[src/rtl/pwm_chan_pkg.sv]
package pwm_chan_pkg;
  localparam int ADDR_W = 3;
  localparam logic [ADDR_W-1:0] A_PSC  = 3'd0;
  localparam logic [ADDR_W-1:0] A_DSEL = 3'd1;
  localparam logic [ADDR_W-1:0] A_CTRL = 3'd2;
  localparam logic [ADDR_W-1:0] A_PER  = 3'd3;
  localparam logic [ADDR_W-1:0] A_CMP  = 3'd4;

  localparam int DSEL_W = 3;
  localparam int DIV_W  = 5;

  typedef struct packed {
    logic cont;
    logic inv;
    logic en;
  } ctrl_t;

  // divide factor for a selector code; 0 marks an illegal code
  function automatic logic [DIV_W-1:0] div_factor(input logic [DSEL_W-1:0] code);
    case (code)
      3'd0:    div_factor = 5'd2;
      3'd1:    div_factor = 5'd4;
      3'd2:    div_factor = 5'd8;
      3'd3:    div_factor = 5'd16;
      3'd4:    div_factor = 5'd1;
      default: div_factor = 5'd0;
    endcase
  endfunction
endpackage

[src/rtl/pwm_chan_regs.sv]
module pwm_chan_regs
  import pwm_chan_pkg::*;
#(
  parameter int PSC_W = 8,
  parameter int CNT_W = 16
) (
  input  logic               clk_i,
  input  logic               rst_ni,
  input  logic               wr_en_i,
  input  logic [ADDR_W-1:0]  wr_addr_i,
  input  logic [CNT_W-1:0]   wr_data_i,
  input  logic [ADDR_W-1:0]  rd_addr_i,
  output logic [CNT_W-1:0]   rd_data_o,
  output logic [PSC_W-1:0]   psc_o,
  output logic [DSEL_W-1:0]  dsel_o,
  output ctrl_t              ctrl_o,
  output logic [CNT_W-1:0]   per_o,
  output logic [CNT_W-1:0]   cmp_o
);
  always_ff @(posedge clk_i or negedge rst_ni) begin
    if (!rst_ni) begin
      psc_o  <= '0;
      dsel_o <= '0;
      ctrl_o <= '0;
      per_o  <= '0;
      cmp_o  <= '0;
    end else if (wr_en_i) begin
      case (wr_addr_i)
        A_PSC:  psc_o  <= wr_data_i[PSC_W-1:0];
        A_DSEL: dsel_o <= wr_data_i[DSEL_W-1:0];
        A_CTRL: ctrl_o <= '{cont: wr_data_i[3], inv: wr_data_i[2], en: wr_data_i[0]};
        A_PER:  per_o  <= wr_data_i;
        A_CMP:  cmp_o  <= wr_data_i;
        default: ;
      endcase
    end
  end

  always_comb begin
    rd_data_o = '0;
    case (rd_addr_i)
      A_PSC:  rd_data_o[PSC_W-1:0]  = psc_o;
      A_DSEL: rd_data_o[DSEL_W-1:0] = dsel_o;
      A_CTRL: rd_data_o[3:0]        = {ctrl_o.cont, ctrl_o.inv, 1'b0, ctrl_o.en};
      A_PER:  rd_data_o             = per_o;
      A_CMP:  rd_data_o             = cmp_o;
      default: ;
    endcase
  end
endmodule

[src/rtl/pwm_chan_div.sv]
module pwm_chan_div
  import pwm_chan_pkg::*;
#(
  parameter int PSC_W = 8
) (
  input  logic              clk_i,
  input  logic              rst_ni,
  input  logic              run_i,
  input  logic [PSC_W-1:0]  psc_i,
  input  logic [DSEL_W-1:0] dsel_i,
  output logic              tick_o
);
  localparam int DCNT_W = DIV_W - 1;

  logic [PSC_W-1:0]  psc_cnt_q;
  logic [DCNT_W-1:0] div_cnt_q;
  logic [DIV_W-1:0]  div;
  logic              legal, pre_tick, div_last;

  assign div      = div_factor(dsel_i);
  assign legal    = (div != '0);
  // >= so that lowering the prescale in mid-run cannot strand the counter
  assign pre_tick = run_i && (psc_cnt_q >= psc_i);
  assign div_last = ({1'b0, div_cnt_q} >= (div - 1'b1));
  assign tick_o   = pre_tick && legal && div_last;

  always_ff @(posedge clk_i or negedge rst_ni) begin
    if (!rst_ni) begin
      psc_cnt_q <= '0;
      div_cnt_q <= '0;
    end else if (!run_i) begin
      psc_cnt_q <= '0;
      div_cnt_q <= '0;
    end else if (pre_tick) begin
      psc_cnt_q <= '0;
      div_cnt_q <= div_last ? '0 : div_cnt_q + 1'b1;
    end else begin
      psc_cnt_q <= psc_cnt_q + 1'b1;
    end
  end

  assert_idle_clear_R3: assert property (@(posedge clk_i) disable iff (!rst_ni)
    !run_i |=> psc_cnt_q == '0);
  assert_div_hold_R4: assert property (@(posedge clk_i) disable iff (!rst_ni)
    $past(run_i) && !$past(pre_tick) |-> $stable(div_cnt_q));
endmodule

[src/rtl/pwm_chan_core.sv]
module pwm_chan_core
  import pwm_chan_pkg::*;
#(
  parameter int CNT_W = 16
) (
  input  logic             clk_i,
  input  logic             rst_ni,
  input  ctrl_t            ctrl_i,
  input  logic [CNT_W-1:0] per_i,
  input  logic [CNT_W-1:0] cmp_i,
  input  logic             tick_i,
  output logic             run_o,
  output logic             pwm_o,
  output logic             end_o
);
  logic [CNT_W-1:0] cnt_q, aper_q, acmp_q;
  logic             en_q, run_q, end_q;
  logic             start, wrap, raw;

  assign start = ctrl_i.en && !en_q;
  assign wrap  = run_q && tick_i && (cnt_q == '0);

  always_ff @(posedge clk_i or negedge rst_ni) begin
    if (!rst_ni) begin
      en_q   <= 1'b0;
      run_q  <= 1'b0;
      end_q  <= 1'b0;
      cnt_q  <= '0;
      aper_q <= '0;
      acmp_q <= '0;
    end else begin
      en_q  <= ctrl_i.en;
      end_q <= 1'b0;
      if (!ctrl_i.en) begin
        run_q <= 1'b0;
        cnt_q <= '0;
      end else if (start) begin
        run_q  <= (per_i != '0);
        cnt_q  <= per_i;
        aper_q <= per_i;
        acmp_q <= cmp_i;
      end else if (wrap) begin
        end_q <= 1'b1;
        if (!ctrl_i.cont || per_i == '0) begin
          run_q <= 1'b0;
        end else begin
          cnt_q  <= per_i;
          aper_q <= per_i;
          acmp_q <= cmp_i;
        end
      end else if (run_q && tick_i) begin
        cnt_q <= cnt_q - 1'b1;
      end
    end
  end

  // high while cnt is in the top (acmp+1) steps of the period
  assign raw   = run_q && ((acmp_q >= aper_q) || (cnt_q >= aper_q - acmp_q));
  assign pwm_o = raw ^ ctrl_i.inv;
  assign run_o = run_q;
  assign end_o = end_q;

  assert_cnt_bound_R3: assert property (@(posedge clk_i) disable iff (!rst_ni)
    run_q |-> cnt_q <= aper_q);
  assert_nonzero_period_R8: assert property (@(posedge clk_i) disable iff (!rst_ni)
    run_q |-> aper_q != '0);
  assert_strobe_pulse_R10: assert property (@(posedge clk_i) disable iff (!rst_ni)
    end_q |=> !end_q);
  assert_shadow_hold_R11: assert property (@(posedge clk_i) disable iff (!rst_ni)
    run_q && $past(run_q) && !end_q |-> $stable(aper_q) && $stable(acmp_q));
  assert_stop_R12: assert property (@(posedge clk_i) disable iff (!rst_ni)
    !ctrl_i.en |=> !run_q && !end_q);
endmodule

[src/rtl/pwm_chan.sv]
module pwm_chan
  import pwm_chan_pkg::*;
#(
  parameter int PSC_W = 8,
  parameter int CNT_W = 16
) (
  input  logic             clk_i,
  input  logic             rst_ni,
  input  logic             wr_en_i,
  input  logic [2:0]       wr_addr_i,
  input  logic [CNT_W-1:0] wr_data_i,
  input  logic [2:0]       rd_addr_i,
  output logic [CNT_W-1:0] rd_data_o,
  output logic             pwm_o,
  output logic             period_end_o
);
  logic [PSC_W-1:0]  psc;
  logic [DSEL_W-1:0] dsel;
  ctrl_t             ctrl;
  logic [CNT_W-1:0]  per, cmp;
  logic              run, tick;

  pwm_chan_regs #(.PSC_W(PSC_W), .CNT_W(CNT_W)) u_regs (
    .clk_i, .rst_ni, .wr_en_i, .wr_addr_i, .wr_data_i, .rd_addr_i, .rd_data_o,
    .psc_o(psc), .dsel_o(dsel), .ctrl_o(ctrl), .per_o(per), .cmp_o(cmp)
  );

  pwm_chan_div #(.PSC_W(PSC_W)) u_div (
    .clk_i, .rst_ni, .run_i(run), .psc_i(psc), .dsel_i(dsel), .tick_o(tick)
  );

  pwm_chan_core #(.CNT_W(CNT_W)) u_core (
    .clk_i, .rst_ni, .ctrl_i(ctrl), .per_i(per), .cmp_i(cmp), .tick_i(tick),
    .run_o(run), .pwm_o, .end_o(period_end_o)
  );

  assert_reset_quiet_R1: assert property (@(posedge clk_i) disable iff (!rst_ni)
    $rose(rst_ni) |-> !period_end_o);
endmodule

[config.mk]
export PLATFORM = sky130hd
export DESIGN_NAME = pwm_chan
export DESIGN_NICKNAME = d
export VERILOG_FILES = /design/src/rtl/pwm_chan_pkg.sv /design/src/rtl/pwm_chan_regs.sv /design/src/rtl/pwm_chan_div.sv /design/src/rtl/pwm_chan_core.sv /design/src/rtl/pwm_chan.sv
export SDC_FILE = /design/constraint.sdc
export NUM_CORES = 1
export LEC_CHECK = 0
export CAP_MARGIN = 10
export CORE_ASPECT_RATIO = 2
export CORE_MARGIN = 8
export CORE_UTILIZATION = 64
export DETAILED_ROUTE_END_ITERATION = 10
export DONT_BUFFER_PORTS = 1
export PLACE_DENSITY = 0.8
export RECOVER_POWER = 50
export SKIP_LAST_GASP = 1
export SLEW_MARGIN = 20
export SYNTH_ARGS = -nofsm -noshare
export SYNTH_HDL_FRONTEND = slang
export SYNTH_SLANG_ARGS = --single-unit
[constraint.sdc]
create_clock -name clk_i -period 3.9 [get_ports clk_i]
set_clock_uncertainty 0.05 [all_clocks]
set_input_delay 0.195 -clock clk_i [delete_from_list [all_inputs] [get_ports clk_i]]
set_output_delay 0.195 -clock clk_i [all_outputs]
set_load 0.01 [all_outputs]
==> qor.yml <==
hold_path:
  hold_path_startpoint: "wr_addr_i[0]"
  whs_endpoint: "u_regs.psc_o[3]$_DFFE_PN0P_"
  holdPathStages: 2
  worstHoldPathType: "primary input to flop"
sta:
  fin_ws_ns: -0.01237
  hold_ws_ns: 0.08886
  tightest_slew_ns: 2.627
  hold_viol_final: 0
  layout_worst_path_cycle_share_pct: 100.3
  rsz0062_at_grt: "yes"
  fmax_ghz: 0.2556
  drv_slew: 110
  relSlewSlack_pct: -75.13
  finalSetupViolCount: 1
  min_period_ns: 3.912
cells_and_area:
  diodes: 0
  final_cells: 808
  areaGrowthSynthToFinish_pct: 12.35
  layout_common_cells: "dfrtp_1 (109), ha_1 (40), inv_1 (39)"
  fill_cells: 732
  multiInputGateArea_um2: 3865
  drive_gt1_share_pct: 19.52
  final_common_cell: "dfrtp_1"
  seq_area_um2: 2728
  final_nets: 739
setup_path:
  cp-end-kind: "output port"
  worstRegToRegCells: 8
  critical_path_class: "flop to output port"
  cp.arrival_ns: 3.67
  crit_path_start_kind: "flop"
  rr_startpoint: "u_core.cnt_q[0]$_DFFE_PN0P_"
  crit_required_ns: 3.65
  crit_path_start: "u_core.acmp_q[4]$_DFFE_PN0P_"
  r2r_setup_slack_ns: 0.68
  r2r-end: "u_core.cnt_q[4]$_DFFE_PN0P_"
  path_max_fanout: 4
global_route:
  grt_max_degree: 110
  grt_first_pass_wirelength_mm: 25.76
  overflow: 0
  antenna_found_initial: 0
  grt_use_total_pct: 23.25
  grt_pass1_vias: 5115
drt:
  drt-vias-per-instance: 6.370
  drt_iter0_drc: 402
  drc_errors: 0
  ant_nets: 0
  post_drt_wl_per_cell_um: 20.18
  vias: 5147
  firstDrtPassIters: 5
  wirelength_mm: 16.31
floorplanning:
  die_w_um: 88.45
  io_pins: 43
  rows: 53
  fp.dieH_um: 160.9
  core_um2: 10340
  initial_utilization_pct: 64.94
  die_area_um2: 14230
clocking:
  cts_buffers: 9
  htreeDepth: 3
  clk_transition_reported_paths_ns: 0.07
  cts.path.max_buffers: 2
  cts_sinks: 109
  cts_root_buf: "clkbuf_16"
  cts_tree: "yes"
  worstSkewPairLatency_ns: 0.35
run:
  drv_cap: 1
pwr:
  power.leakage_nw: 3.565
  p_per_area_nw_per_um2: 892.6
  p_seq_share_pct: 27.7
  p_sw_mw: 2.839
  internal_power_mw: 3.898
  max-vdd-ir-drop_mv: 0.5881
  p_clk_share_pct: 14.6
  swShare_pct: 42.14
  combPwrFrac_pct: 57.7
yosys:
  ys_seq_area_share_pct: 40.60
  synth_edf_count: 0
  netlist-cell-type-count: 59
  avgSynthCellArea_um2: 10.45
  synthArstFlopShare_pct: 100.0
  syn-num-nets: 716
  ys_seq_elements: 109
  ys.flop_type: "dfrtp_1"
  synth_area_um2: 6718
  ys_warn_count: 0
  syn_inst: 643
place:
  gp_congestion: 0.9535
  dp_hpwl_mm: 11.48
  port-buffer-count: 0
  dp_cells: 762
run_status:
  status: "finished, violations left"
  violations: "max-capacitance violations, max-slew violations, negative setup slack"
[area by class of cell]
type	count	share of cell area (%)
repair buffers	35	3.962
clock buffers	10	3.034
flip-flops and latches	109	36.14
clock inverters	6	1.243
multi-input cells	468	51.21
well taps	137	2.271
inverters	43	2.139
[routing by layer]
metal | vias up | wire, um | GRT usage, %
met5 | - | 0 | 0
met4 | 0 | 486 | 9.775
met3 | 36 | 667 | 4.145
met2 | 164 | 8438 | 38.36
met1 | 2575 | 6718 | 28.54
li1 | 2372 | - | -
[worst max-delay path: stages (launching register included)]
cell and delay (ns):
dfrtp_1 0.42, inv_2 0.11, ha_4 0.23, nand3_4 0.09, a21oi_2 0.05, or3_4 0.42, a2111oi_4 0.36, o21bai_1 0.09
a21oi_1 0.19, xor2_1 0.19, ha_1 0.28, nand3_1 0.09, nand2_1 0.06, a21oi_1 0.16, o211ai_1 0.13, o21ai_2 0.29
xnor2_2 0.17
[power groups by stage]
| stage | clock network (mW) | logic, mW | registers [mW] |
|---|---|---|---|
| final | 0.981 | 3.89 | 1.87 |
| after global routing | 1.03 | 4.22 | 1.91 |
| after CTS | 0.986 | 3.49 | 1.84 |
| after detailed placement | 0 | 3.28 | 1.86 |
| after global placement | 0 | 3.17 | 1.84 |
| after floorplan | 0 | 2.71 | 1.71 |
[synth_stat cells, types with 8 or more instances]
cell	instances	area share (%)
ha_1	47	8.8
o21ai_0	21	1.6
inv_1	43	2.4
xor2_1	10	1.3
mux2_2	33	5.5
nand2_1	33	1.8
nand2b_1	14	1.3
nor4_1	9	0.84
mux2_4	30	6.7
o211ai_1	12	1.3
a22o_1	9	1.2
nand3_1	21	1.6
nor2_1	38	2.1
mux2_1	8	1.3
xnor2_1	10	1.3
a21o_1	12	1.3
mux2i_1	21	3.1
o21ai_1	27	2.0
dfrtp_1	109	41
a31oi_1	9	0.84
clkbuf_1	14	0.78
a21oi_1	30	2.2
[through the flow]
stage                     worst slack [ns]  setup TNS, ns  utilization, %  power (mW)  area [um^2]
final                             -0.01237       -0.01237           72.96       6.736         7547
after global routing               -0.1623        -0.1623           72.96       7.159         7547
after CTS                          0.01504              0           71.55       6.314         7402
after detailed placement           0.03691              0           65.88       5.144         6815
after global placement              0.2319              0           65.88       5.011         6815
after floorplan                     0.6546              0               -       4.425         6718
[worst max path at each step]
stage                 end  slack [ns]  cells after the start
floorplan           pwm_o        0.65                     16
global placement    pwm_o        0.23                     16
detailed placement  pwm_o        0.04                     16
CTS                 pwm_o        0.02                     16
global route        pwm_o       -0.16                     16
finish              pwm_o       -0.01                     16
[cells by family after synthesis]
group | share of synthesized area [%]
buffers and inverters | 4.246
AO/OA/AOI/OAI | 13.65
XOR/XNOR | 2.607
adder cells (fa/ha/maj) | 9.052
flip-flops | 40.60
multiplexers | 17.38
AND/OR/NAND/NOR | 12.46
[what timing repair did]
item / in CTS / in global routing
pin swaps: 4 / 18
hold endpoints to repair: 155 / 0
hold buffers: 18 / 0
setup buffers: 2 / 10
setup endpoints to repair: 1 / 1
resized for setup: 8 / 19
[sequential cells by signal, indices dropped and copies added, names as in the netlist, 3 cells and up]
signal           cells
u_regs.psc_o         8
u_regs.cmp_o        16
u_core.aper_q       16
u_regs.ctrl_o        3
u_regs.per_o        16
u_div.div_cnt_q      4
u_core.cnt_q        16
u_regs.dsel_o        3
u_div.psc_cnt_q      8
u_core.acmp_q       16
No activity file was read; power rests on OpenSTA's default activity.
